===== src/rtl/nand_ecc_pkg.sv =====
package nand_ecc_pkg;

  typedef enum logic [1:0] {
    ST_IDLE = 2'd0,
    ST_DATA = 2'd1,
    ST_CODE = 2'd2
  } ecc_state_e;

  localparam int unsigned BASE_BYTES = 512;

endpackage


===== src/rtl/nand_ecc_ctrl.sv =====
module nand_ecc_ctrl
  import nand_ecc_pkg::*;
#(
  parameter int unsigned CW  = 13,
  parameter int unsigned WAW = 12
) (
  input  logic           clk,
  input  logic           rst_n,
  input  logic           start_i,
  input  logic [1:0]     page_sel_i,
  input  logic           bus16_i,
  input  logic           read_i,
  input  logic           vld_i,
  output logic           data_beat_o,
  output logic           code_beat_o,
  output logic [1:0]     code_idx_o,
  output logic           last_beat_o,
  output logic [WAW-1:0] waddr_o,
  output logic           bus16_q_o,
  output logic           rd_q_o,
  output logic           done_o
);

  ecc_state_e    st_q, st_n;
  logic [CW-1:0] cnt_q, cnt_n;
  logic [1:0]    sel_q, sel_n;
  logic          b16_q, b16_n;
  logic          rd_q, rd_n;
  logic          done_q;
  logic          reg_en;
  logic [CW-1:0] words;
  logic          last_data;
  logic          last_code;

  // number of data beats in the page, from size select and bus width
  assign words     = (CW'(BASE_BYTES) << sel_q) >> b16_q;
  assign last_data = (cnt_q == words - CW'(1));
  assign last_code = (cnt_q[1:0] == (b16_q ? 2'd1 : 2'd3));

  always_comb begin
    st_n        = st_q;
    cnt_n       = cnt_q;
    sel_n       = sel_q;
    b16_n       = b16_q;
    rd_n        = rd_q;
    data_beat_o = vld_i && !start_i && (st_q == ST_DATA);
    code_beat_o = vld_i && !start_i && (st_q == ST_CODE);
    last_beat_o = (data_beat_o && last_data && !rd_q) ||
                  (code_beat_o && last_code);
    if (start_i) begin
      st_n  = ST_DATA;
      cnt_n = '0;
      sel_n = page_sel_i;
      b16_n = bus16_i;
      rd_n  = read_i;
    end else if (data_beat_o) begin
      if (last_data) begin
        cnt_n = '0;
        st_n  = rd_q ? ST_CODE : ST_IDLE;
      end else begin
        cnt_n = cnt_q + CW'(1);
      end
    end else if (code_beat_o) begin
      if (last_code) begin
        cnt_n = '0;
        st_n  = ST_IDLE;
      end else begin
        cnt_n = cnt_q + CW'(1);
      end
    end
  end

  assign reg_en = start_i || data_beat_o || code_beat_o;

  always_ff @(posedge clk or negedge rst_n) begin
    if (!rst_n) begin
      st_q  <= ST_IDLE;
      cnt_q <= '0;
      sel_q <= '0;
      b16_q <= 1'b0;
      rd_q  <= 1'b0;
    end else if (reg_en) begin
      st_q  <= st_n;
      cnt_q <= cnt_n;
      sel_q <= sel_n;
      b16_q <= b16_n;
      rd_q  <= rd_n;
    end
  end

  always_ff @(posedge clk or negedge rst_n) begin
    if (!rst_n) done_q <= 1'b0;
    else        done_q <= last_beat_o;
  end

  // on a 16-bit bus the two code words sit at byte slots 0 and 2
  assign code_idx_o = b16_q ? {cnt_q[0], 1'b0} : cnt_q[1:0];
  assign waddr_o    = cnt_q[WAW-1:0];
  assign bus16_q_o  = b16_q;
  assign rd_q_o     = rd_q;
  assign done_o     = done_q;

endmodule


===== src/rtl/nand_ecc_fold.sv =====
module nand_ecc_fold #(
  parameter int unsigned DW  = 16,
  parameter int unsigned WAW = 12,
  parameter int unsigned BAW = 4
) (
  input  logic [WAW-1:0]     waddr_i,
  input  logic [DW-1:0]      data_i,
  input  logic               bus16_i,
  output logic [WAW+BAW-1:0] c1_o,
  output logic [WAW+BAW-1:0] c2_o
);

  localparam int unsigned LW   = WAW + BAW;
  localparam int unsigned HALF = DW / 2;

  logic [DW-1:0][LW-1:0] t1;
  logic [DW-1:0][LW-1:0] t2;

  for (genvar g = 0; g < DW; g++) begin : g_lane
    logic lane_on;
    if (g < HALF) begin : g_low
      assign lane_on = data_i[g];
    end else begin : g_high
      assign lane_on = data_i[g] && bus16_i;
    end
    assign t1[g] = lane_on ?  {waddr_i, BAW'(g)} : '0;
    assign t2[g] = lane_on ? ~{waddr_i, BAW'(g)} : '0;
  end

  always_comb begin
    c1_o = '0;
    c2_o = '0;
    for (int i = 0; i < DW; i++) begin
      c1_o = c1_o ^ t1[i];
      c2_o = c2_o ^ t2[i];
    end
  end

endmodule


===== src/rtl/nand_ecc_classify.sv =====
module nand_ecc_classify #(
  parameter int unsigned LW = 16
) (
  input  logic [LW-1:0] s1_i,
  input  logic [LW-1:0] s2_i,
  output logic          rec_o,
  output logic          code_o,
  output logic          mul_o
);

  logic [2*LW-1:0] s_all;
  logic            one_hot;
  logic            cplm;

  assign s_all   = {s2_i, s1_i};
  assign one_hot = (s_all != '0) && ((s_all & (s_all - 1'b1)) == '0);
  assign cplm    = ((s1_i ^ s2_i) == '1);

  always_comb begin
    rec_o  = (s_all != '0);
    code_o = one_hot;
    mul_o  = rec_o && !one_hot && !cplm;
  end

endmodule


===== src/rtl/nand_ecc_accum.sv =====
module nand_ecc_accum #(
  parameter int unsigned LW = 16,
  parameter int unsigned DW = 16
) (
  input  logic          clk,
  input  logic          rst_n,
  input  logic          clr_i,
  input  logic          data_beat_i,
  input  logic          code_beat_i,
  input  logic [1:0]    code_idx_i,
  input  logic          bus16_i,
  input  logic [DW-1:0] din_i,
  input  logic [LW-1:0] c1_i,
  input  logic [LW-1:0] c2_i,
  input  logic          flag_ld_i,
  input  logic          rec_i,
  input  logic          code_i,
  input  logic          mul_i,
  output logic [LW-1:0] acc1_o,
  output logic [LW-1:0] acc2_o,
  output logic [LW-1:0] nxt1_o,
  output logic [LW-1:0] nxt2_o,
  output logic          rec_o,
  output logic          code_o,
  output logic          mul_o
);

  localparam int unsigned HB = LW / 2;

  logic [LW-1:0] acc1_q, acc2_q;
  logic          rec_q, code_q, mul_q;
  logic          rec_n, code_n, mul_n;
  logic          acc_en, flag_en;

  always_comb begin
    nxt1_o = acc1_q;
    nxt2_o = acc2_q;
    if (clr_i) begin
      nxt1_o = '0;
      nxt2_o = '0;
    end else if (data_beat_i) begin
      nxt1_o = acc1_q ^ c1_i;
      nxt2_o = acc2_q ^ c2_i;
    end else if (code_beat_i) begin
      if (bus16_i) begin
        if (!code_idx_i[1]) nxt1_o = acc1_q ^ din_i[LW-1:0];
        else                nxt2_o = acc2_q ^ din_i[LW-1:0];
      end else begin
        case (code_idx_i)
          2'd0:    nxt1_o[HB-1:0]  = acc1_q[HB-1:0]  ^ din_i[HB-1:0];
          2'd1:    nxt1_o[LW-1:HB] = acc1_q[LW-1:HB] ^ din_i[HB-1:0];
          2'd2:    nxt2_o[HB-1:0]  = acc2_q[HB-1:0]  ^ din_i[HB-1:0];
          default: nxt2_o[LW-1:HB] = acc2_q[LW-1:HB] ^ din_i[HB-1:0];
        endcase
      end
    end
  end

  always_comb begin
    rec_n  = rec_q;
    code_n = code_q;
    mul_n  = mul_q;
    if (clr_i) begin
      rec_n  = 1'b0;
      code_n = 1'b0;
      mul_n  = 1'b0;
    end else if (flag_ld_i) begin
      rec_n  = rec_i;
      code_n = code_i;
      mul_n  = mul_i;
    end
  end

  assign acc_en  = clr_i || data_beat_i || code_beat_i;
  assign flag_en = clr_i || flag_ld_i;

  always_ff @(posedge clk or negedge rst_n) begin
    if (!rst_n) begin
      acc1_q <= '0;
      acc2_q <= '0;
    end else if (acc_en) begin
      acc1_q <= nxt1_o;
      acc2_q <= nxt2_o;
    end
  end

  always_ff @(posedge clk or negedge rst_n) begin
    if (!rst_n) begin
      rec_q  <= 1'b0;
      code_q <= 1'b0;
      mul_q  <= 1'b0;
    end else if (flag_en) begin
      rec_q  <= rec_n;
      code_q <= code_n;
      mul_q  <= mul_n;
    end
  end

  assign acc1_o = acc1_q;
  assign acc2_o = acc2_q;
  assign rec_o  = rec_q;
  assign code_o = code_q;
  assign mul_o  = mul_q;

endmodule


===== src/rtl/nand_page_ecc.sv =====
module nand_page_ecc #(
  parameter int unsigned DW  = 16,
  parameter int unsigned WAW = 12,
  parameter int unsigned BAW = 4
) (
  input  logic                 clk,
  input  logic                 rst_n,
  input  logic                 start_i,
  input  logic [1:0]           page_sel_i,
  input  logic                 bus16_i,
  input  logic                 read_i,
  input  logic                 vld_i,
  input  logic [DW-1:0]        data_i,
  output logic                 done_o,
  output logic [WAW+BAW-1:0]   par1_o,
  output logic [WAW+BAW-1:0]   par2_o,
  output logic                 rec_err_o,
  output logic                 code_err_o,
  output logic                 mul_err_o
);

  localparam int unsigned LW = WAW + BAW;
  localparam int unsigned CW = WAW + 1;

  logic           rst_m_q, rst_s_q;
  logic           data_beat, code_beat, last_beat;
  logic [1:0]     code_idx;
  logic [WAW-1:0] waddr;
  logic           b16_q, rd_q;
  logic [LW-1:0]  c1, c2, nxt1, nxt2;
  logic           cl_rec, cl_code, cl_mul;

  // asynchronous assertion, synchronous release
  always_ff @(posedge clk or negedge rst_n) begin
    if (!rst_n) begin
      rst_m_q <= 1'b0;
      rst_s_q <= 1'b0;
    end else begin
      rst_m_q <= 1'b1;
      rst_s_q <= rst_m_q;
    end
  end

  nand_ecc_ctrl #(.CW(CW), .WAW(WAW)) u_ctrl (
    .clk         (clk),
    .rst_n       (rst_s_q),
    .start_i     (start_i),
    .page_sel_i  (page_sel_i),
    .bus16_i     (bus16_i),
    .read_i      (read_i),
    .vld_i       (vld_i),
    .data_beat_o (data_beat),
    .code_beat_o (code_beat),
    .code_idx_o  (code_idx),
    .last_beat_o (last_beat),
    .waddr_o     (waddr),
    .bus16_q_o   (b16_q),
    .rd_q_o      (rd_q),
    .done_o      (done_o)
  );

  nand_ecc_fold #(.DW(DW), .WAW(WAW), .BAW(BAW)) u_fold (
    .waddr_i (waddr),
    .data_i  (data_i),
    .bus16_i (b16_q),
    .c1_o    (c1),
    .c2_o    (c2)
  );

  nand_ecc_classify #(.LW(LW)) u_cls (
    .s1_i   (nxt1),
    .s2_i   (nxt2),
    .rec_o  (cl_rec),
    .code_o (cl_code),
    .mul_o  (cl_mul)
  );

  nand_ecc_accum #(.LW(LW), .DW(DW)) u_acc (
    .clk         (clk),
    .rst_n       (rst_s_q),
    .clr_i       (start_i),
    .data_beat_i (data_beat),
    .code_beat_i (code_beat),
    .code_idx_i  (code_idx),
    .bus16_i     (b16_q),
    .din_i       (data_i),
    .c1_i        (c1),
    .c2_i        (c2),
    .flag_ld_i   (last_beat && rd_q),
    .rec_i       (cl_rec),
    .code_i      (cl_code),
    .mul_i       (cl_mul),
    .acc1_o      (par1_o),
    .acc2_o      (par2_o),
    .nxt1_o      (nxt1),
    .nxt2_o      (nxt2),
    .rec_o       (rec_err_o),
    .code_o      (code_err_o),
    .mul_o       (mul_err_o)
  );

endmodule


===== config.mk =====
export PLATFORM = sky130hd
export DESIGN_NAME = nand_page_ecc
export DESIGN_NICKNAME = d
export VERILOG_FILES = /design/src/rtl/nand_ecc_pkg.sv /design/src/rtl/nand_ecc_ctrl.sv /design/src/rtl/nand_ecc_fold.sv /design/src/rtl/nand_ecc_classify.sv /design/src/rtl/nand_ecc_accum.sv /design/src/rtl/nand_page_ecc.sv
export SDC_FILE = /design/constraint.sdc
export NUM_CORES = 1
export LEC_CHECK = 0
export ABC_AREA = 1
export CAP_MARGIN = 10
export CORE_MARGIN = 1.5
export CORE_UTILIZATION = 45
export DETAILED_ROUTE_END_ITERATION = 8
export DONT_BUFFER_PORTS = 1
export PLACE_DENSITY = 0.66
export SETUP_SLACK_MARGIN = 0.5
export SLEW_MARGIN = 20
export SYNTH_ARGS = -nofsm -noshare
export SYNTH_HDL_FRONTEND = slang
export SYNTH_SLANG_ARGS = --single-unit

===== constraint.sdc =====
create_clock -name clk -period 2.8 [get_ports clk]
set_clock_uncertainty 0.2 [all_clocks]
set_input_delay 0.42 -clock clk [delete_from_list [all_inputs] [get_ports clk]]
set_output_delay 0.42 -clock clk [all_outputs]
set_load 0.05 [all_outputs]

==> metrics, run 1 <==
RSZ-0062 raised after global routing=yes; Layout Cells excl Fill=~1,200; Worst Setup Path Type=flop to flop; drt first pass iters=8; commonest cells after routing, fill and taps aside=nand2_1 (183), buf_4 (180), inv_1 (90); Final period util=1.23; CTS Buffer Depth=2; cts bufs inserted=9; antenna violations before repair=0; DR vias/cell=approximately 5.8; worst-path fanout max=7; Overall Global Routing Usage=0.331; WP data required=2830 ps; CTS root buffer=clkbuf_16; Remaining Overflow, GRT=0; global-route wire length before repair=32.6 mm; Initial Utilization=0.469; EDFF count, synth=0; Post-DP Area=slightly below 0.007 sq mm; Distinct cells, synth=40; max cap viols=0; status=finished, violations left; commonest non-fill, non-tap cell in the layout=nand2_1; reg2reg setup slack=-640 ps; Min Clock Period, post-route=~3400 ps; NumNets Final=between 1,000 and 1,500; insertion delay to the later sink of the worst-skew pair=roughly 350 ps; PwrDens=455 mW/mm^2; Most used DFF post-synth=dfrtp_1; PortBufs=0; # clock sinks=57; Placed Cells=~1,200; via count=7,074; Worst EP arrival=roughly 3500 ps; worst reg2reg startpoint=u_ctrl.bus16_q_o; CP Launch Type=flop; Synth area leader=dfrtp_1; Yosys top cell area share=0.263; # fillers=between 800 and 900; DIE WIDTH=113 um; Post-Syn Nets=900; layout cells sized above 1=0.430; DPL Wire Length=between 15 and 20 mm; worst hold slack=-19.6 ps; Setup violations, final=4; DRC Markers=0; core footprint=between 0.01 and 0.015 sq mm; Slew Viols, Final=0; CTS H-tree lvls=3; DRT iter0 DRCs=823; CTS clk-pin slew, worst paths=around 70 ps; CP Capture Type=flop; R2R depth=22; Ports=60; Synth area leaders=dfrtp_1 (26%), nand2_1 (16%), nand3_1 (9.3%), inv_1 (7.7%), nor2_1 (6.2%); Hold Path Class=flop to async pin; actual slew at the worst max-slew pin=around 590 ps; final instance area=approximately 0.0086 sq mm; achievable clock frequency=just under 0.3 GHz; post-synthesis sequential area ratio=0.263; Rows=39; failing checks=hold timing, setup timing; Routed Antenna Nets=0; GPL Wtd Cong=about 1; post-synthesis area per instance=6.20 sq um; Worst slew margin=0.602; total wire length=between 20 and 25 mm; Chip Height=approximately 110 um; n_diodes=0; Syn Inst Count=a little under 900; Synth Register Bits=57; Reg-to-Reg End=u_acc.mul_o; post-route setup slack=-638 ps; vias in the first global route=between 6,000 and 7,000; largest net degree at the start of global routing=22; synth-to-layout area growth=58.7%; CTS tree=done; Yosys Warn Count=0; final hold vios=16; Avg WL per Cell=roughly 19 um; LEAKAGE=roughly 4.4 nW; die area=0.0127 sq mm; maximum vdd drop=between 0.0002 and 0.0003 V; Syn Std Cell Area=approximately 0.0054 sq mm; fraction of registers with async set/reset=1.00
## cell type report
class | instances | area [sq um] | share of cell area
clock inverters | 5 | 62.6 | 0.00728
flip-flops and latches | 57 | 1430 | 0.166
inverters | 120 | 488 | 0.0568
repair buffers | 217 | 1830 | 0.213
clock buffers | 11 | 253 | 0.0294
well taps | 143 | 179 | 0.0208
multi-input cells | 669 | 4360 | 0.507
## through the flow
| step | setup slack, ps | utilization | TNS (ps) | hold WS, ps | total power, W |
|---|---|---|---|---|---|
| 2_1_floorplan | -74.2 | - | -84.0 | -75.6 | 0.00189 |
| 3_3_place_gp | -572 | 0.599 | -1360 | -75.6 | 0.00232 |
| 3_5_place_dp | -602 | 0.599 | -1440 | -75.5 | 0.00233 |
| 4_1_cts | -456 | 0.672 | -1000 | 0.747 | 0.00365 |
| 5_1_grt | -790 | 0.743 | -2090 | 15.8 | 0.00408 |
| 6_report | -638 | 0.743 | -1540 | -19.6 | 0.00391 |
## worst max-delay path, stage by stage, from the launching register on
cell and delay [ps]:
dfrtp_2 460, buf_12 160, nand3_1 140, nand3_1 160
nand2_4 120, nand3_4 90, nand3_4 110, nand3_4 180
buf_12 200, nand3_4 70, nand2_2 60, nand2_2 110
nand3_4 140, buf_6 170, buf_6 110, xor2_1 170
o221ai_1 160, nor2_1 150, nand2_1 60, nor2_1 140
nor2_1 60, nand2_1 60, nand2_1 40
## state kept, by name, summed over array words and instances (netlist names)
register / cells
rst_m_q: 1
rst_s_q: 1
u_acc.acc1_o: 16
u_acc.acc2_o: 16
u_acc.code_o: 1
u_acc.mul_o: 1
u_acc.rec_o: 1
u_ctrl.bus16_q_o: 1
u_ctrl.cnt_q: 13
u_ctrl.done_o: 1
u_ctrl.rd_q_o: 1
u_ctrl.sel_q: 2
u_ctrl.st_q: 2
## where the power goes
group          total (W)  internal [W]  leakage, nW  switching (W)
sequential       0.00100      0.000873        0.760       0.000128
clock            0.00119      0.000742        0.148       0.000451
combinational    0.00172      0.000724         3.50       0.000995
total            0.00391       0.00234         4.41        0.00157
## kinds of logic after synthesis
family          Yosys count  synth area share
compound gates          101             0.105
xor+xnor                 47            0.0760
fa+ha+maj                 2           0.00462
buf+inv                 151             0.114
flops                    57             0.263
mux                       1           0.00185
other cells               1          0.000692
simple gates            514             0.435
## worst max path at each step
stage          cells after the start  slack (ps)     endpoint             start
6_report                          22        -640  u_acc.mul_o  u_ctrl.bus16_q_o
5_1_grt                           24        -790  u_acc.mul_o  u_ctrl.bus16_q_o
3_5_place_dp                      27        -600  u_acc.mul_o  u_ctrl.bus16_q_o
2_1_floorplan                     27         -70  u_acc.mul_o  u_ctrl.bus16_q_o
4_1_cts                           26        -460  u_acc.mul_o  u_ctrl.bus16_q_o
3_3_place_gp                      27        -570  u_acc.mul_o  u_ctrl.bus16_q_o
## synth_stat cells, types with 6 or more instances
| master | n |
|---|---|
| a21oi_1 | 22 |
| a31oi_1 | 6 |
| buf_2 | 13 |
| clkbuf_1 | 8 |
| dfrtp_1 | 57 |
| inv_1 | 111 |
| inv_2 | 9 |
| nand2_1 | 238 |
| nand2_2 | 12 |
| nand3_1 | 101 |
| nand3_2 | 15 |
| nand3b_1 | 6 |
| nand4_1 | 18 |
| nor2_1 | 89 |
| nor3_1 | 17 |
| o21ai_0 | 36 |
| o21ai_1 | 8 |
| o22ai_1 | 17 |
| o31ai_1 | 6 |
| xnor2_1 | 20 |
| xor2_1 | 27 |
## per-layer routing
metal,track usage,part of all wire
met1,0.437,0.39
met5,0,0
met4,0.135,0.045
met3,0.0525,0.092
met2,0.542,0.47
## what timing repair did
item                                    CTS  global route
endpoints found under the hold margin     6             0
resized for setup                        87           151
endpoints found under the setup margin   40            46
gates cloned                              3             2
hold buffers                              3             0
pin swaps                                25            49
setup buffers                            17            28
Note: power is estimated with default switching activity, not from simulation.
==> inputs of run 2 (changes only) <==
--- a/config.mk
+++ b/config.mk
@@ -7,11 +7,13 @@
 export LEC_CHECK = 0
 export ABC_AREA = 1
 export CAP_MARGIN = 10
+export CELL_PAD_IN_SITES_DETAIL_PLACEMENT = 1
+export CELL_PAD_IN_SITES_GLOBAL_PLACEMENT = 2
 export CORE_MARGIN = 1.5
-export CORE_UTILIZATION = 45
+export CORE_UTILIZATION = 35
 export DETAILED_ROUTE_END_ITERATION = 8
 export DONT_BUFFER_PORTS = 1
-export PLACE_DENSITY = 0.66
+export PLACE_DENSITY = 0.87
 export SETUP_SLACK_MARGIN = 0.5
 export SLEW_MARGIN = 20
 export SYNTH_ARGS = -nofsm -noshare
==> run 2 against run 1 <==
Compared with the run above: the run ends with setup timing left; fmax increased by 0.46%; combinational power decreased by 9%; sequential share of layout area increased by 1.3 points; clock-buffer cell count decreased by 1; final area decreased by 7.4%; global-route usage decreased by 3.9 points; wire length increased by 6.2%; worst hold slack improved by 24 ps; die area increased by 28%; critical endpoint unchanged.
==> metrics, run 2 (same netlist as run 1, synthesis figures left out) <==
status=finished, violations left; failing checks=setup timing; WP data required=2840 ps; layout cells sized above 1=0.359; antenna violations before repair=0; CTS Buffer Depth=2; Chip Height=approximately 130 um; die area=0.0162 sq mm; synth-to-layout area growth=46.9%; DRC Markers=0; GPL Wtd Cong=0.973; Initial Utilization=0.358; final hold vios=0; LEAKAGE=between 4 and 5 nW; via count=between 6,000 and 7,000; CTS root buffer=clkbuf_16; # clock sinks=57; CTS clk-pin slew, worst paths=about 60 ps; Worst slew margin=0.475; achievable clock frequency=~0.29 GHz; CTS tree=done; Overall Global Routing Usage=0.292; core footprint=between 0.015 and 0.02 sq mm; CP most frequent cell=nand2_1; Post-DP Area=between 0.006 and 0.007 sq mm; Routed Antenna Nets=0; post-route setup slack=-622 ps; DPL Wire Length=18.2 mm; Avg WL per Cell=around 20 um; Worst path max stage delay=about 460 ps; Min Clock Period, post-route=between 3000 and 4000 ps; CTS H-tree lvls=3; n_diodes=0; Worst Setup Path Type=flop to flop; Slew Viols, Final=0; Remaining Overflow, GRT=0; vias in the first global route=6,697; drt first pass iters=5; Ports=60; insertion delay to the later sink of the worst-skew pair=about 340 ps; global-route wire length before repair=36.2 mm; Setup violations, final=3; CP Capture Type=flop; Final period util=1.22; crit path max-delay cell type=dfrtp_2; Hold Path Class=input port to flop; commonest cells after routing, fill and taps aside=nand2_1 (196), buf_4 (154), inv_1 (93); final instance area=~0.008 sq mm; maximum vdd drop=between 0.0004 and 0.0005 V; commonest non-fill, non-tap cell in the layout=nand2_1; PwrDens=between 400 and 500 mW/mm^2; Worst EP arrival=approximately 3500 ps; RSZ-0062 raised after global routing=yes; worst-path fanout max=17; cts bufs inserted=9; NumNets Final=between 1,000 and 1,500; DIE WIDTH=between 100 and 150 um; actual slew at the worst max-slew pin=slightly below 800 ps; Rows=45; PortBufs=0; CP Launch Type=flop; largest net degree at the start of global routing=31; total wire length=about 24 mm; max cap viols=0; DRT iter0 DRCs=approximately 460; Final Util=0.526; DR vias/cell=5.42
==> run 2: cell types whose count changed in the layout (fill, tap and decap cells not counted), sizes merged <==
cell      delta
buf         -36
clkinv       -1
inv          +1
nand3        -2
clkinvlp     +1
==> run 2: metal layers <==
metal | vias to the layer above | share of wire | wire (um) | GRT usage
li1 | 3156 | - | - | -
met1 | 3279 | 0.44 | 10700 | 0.378
met2 | 190 | 0.49 | 11900 | 0.496
met3 | 43 | 0.048 | 1180 | 0.0486
met4 | 0 | 0.024 | 588 | 0.0916
met5 | - | 0 | 0 | 0
==> run 2: repair_timing <==
| action | CTS | global route |
|---|---|---|
| pin swaps | 7 | 20 |
| resized for setup | 54 | 90 |
| endpoints found under the setup margin | 42 | 46 |
| hold buffers | 3 | 0 |
| setup buffers | 2 | 7 |
| hold endpoints to repair | 6 | 0 |
| gates cloned | 1 | 2 |
==> run 2: area by class of cell <==
cell class,instances,area (sq um)
Fill cell,1959,7190
Multi-Input combinational cell,667,3990
Timing Repair Buffer,182,1550
Sequential cell,57,1430
Inverter,120,463
Tap cell,188,235
Clock buffer,10,229
Clock inverter,6,66.3
==> run 2: through the flow <==
stage / setup TNS [ps] / power (W) / hold WS, ps / instances / worst slack, ps
after global routing: -2250 / 0.00389 / 9.66 / 1230 / -874
after global placement: -1240 / 0.00234 / -75.5 / 1199 / -565
after detailed placement: -1400 / 0.00238 / -75.5 / 1199 / -616
final: -1420 / 0.00372 / 4.45 / 1230 / -622
after floorplan: -84.0 / 0.00189 / -75.6 / 874 / -74.2
after CTS: -1260 / 0.00357 / 1.06 / 1221 / -569
==> run 2: report_power, final <==
part	total, W	switching, W	internal (W)
clock network	0.00115	0.000458	0.000691
registers	0.000998	0.000124	0.000873
logic	0.00157	0.000943	0.000631
total	0.00372	0.00153	0.00219
==> run 2: worst paths after layout <==
check	startpoint	slack (ps)	endpoint	cells after the start
worst max-delay path	u_ctrl.bus16_q_o	-620	u_acc.mul_o	26
worst max register to register	u_ctrl.bus16_q_o	-620	u_acc.mul_o	26
min in group asynchronous	rst_n	110	rst_m_q	1
max in group asynchronous	rst_s_q	1510	u_acc.acc1_o[2]	1
worst min-delay path	start_i	4	u_ctrl.sel_q[0]	2
worst min register to register	rst_s_q	150	u_acc.acc1_o[13]	0
==> run 2: critical path: cells and delay by family, from the launching register on <==
family	cells	cell delay, ps
buf+inv	2	350
flops	1	460
simple gates	24	2280
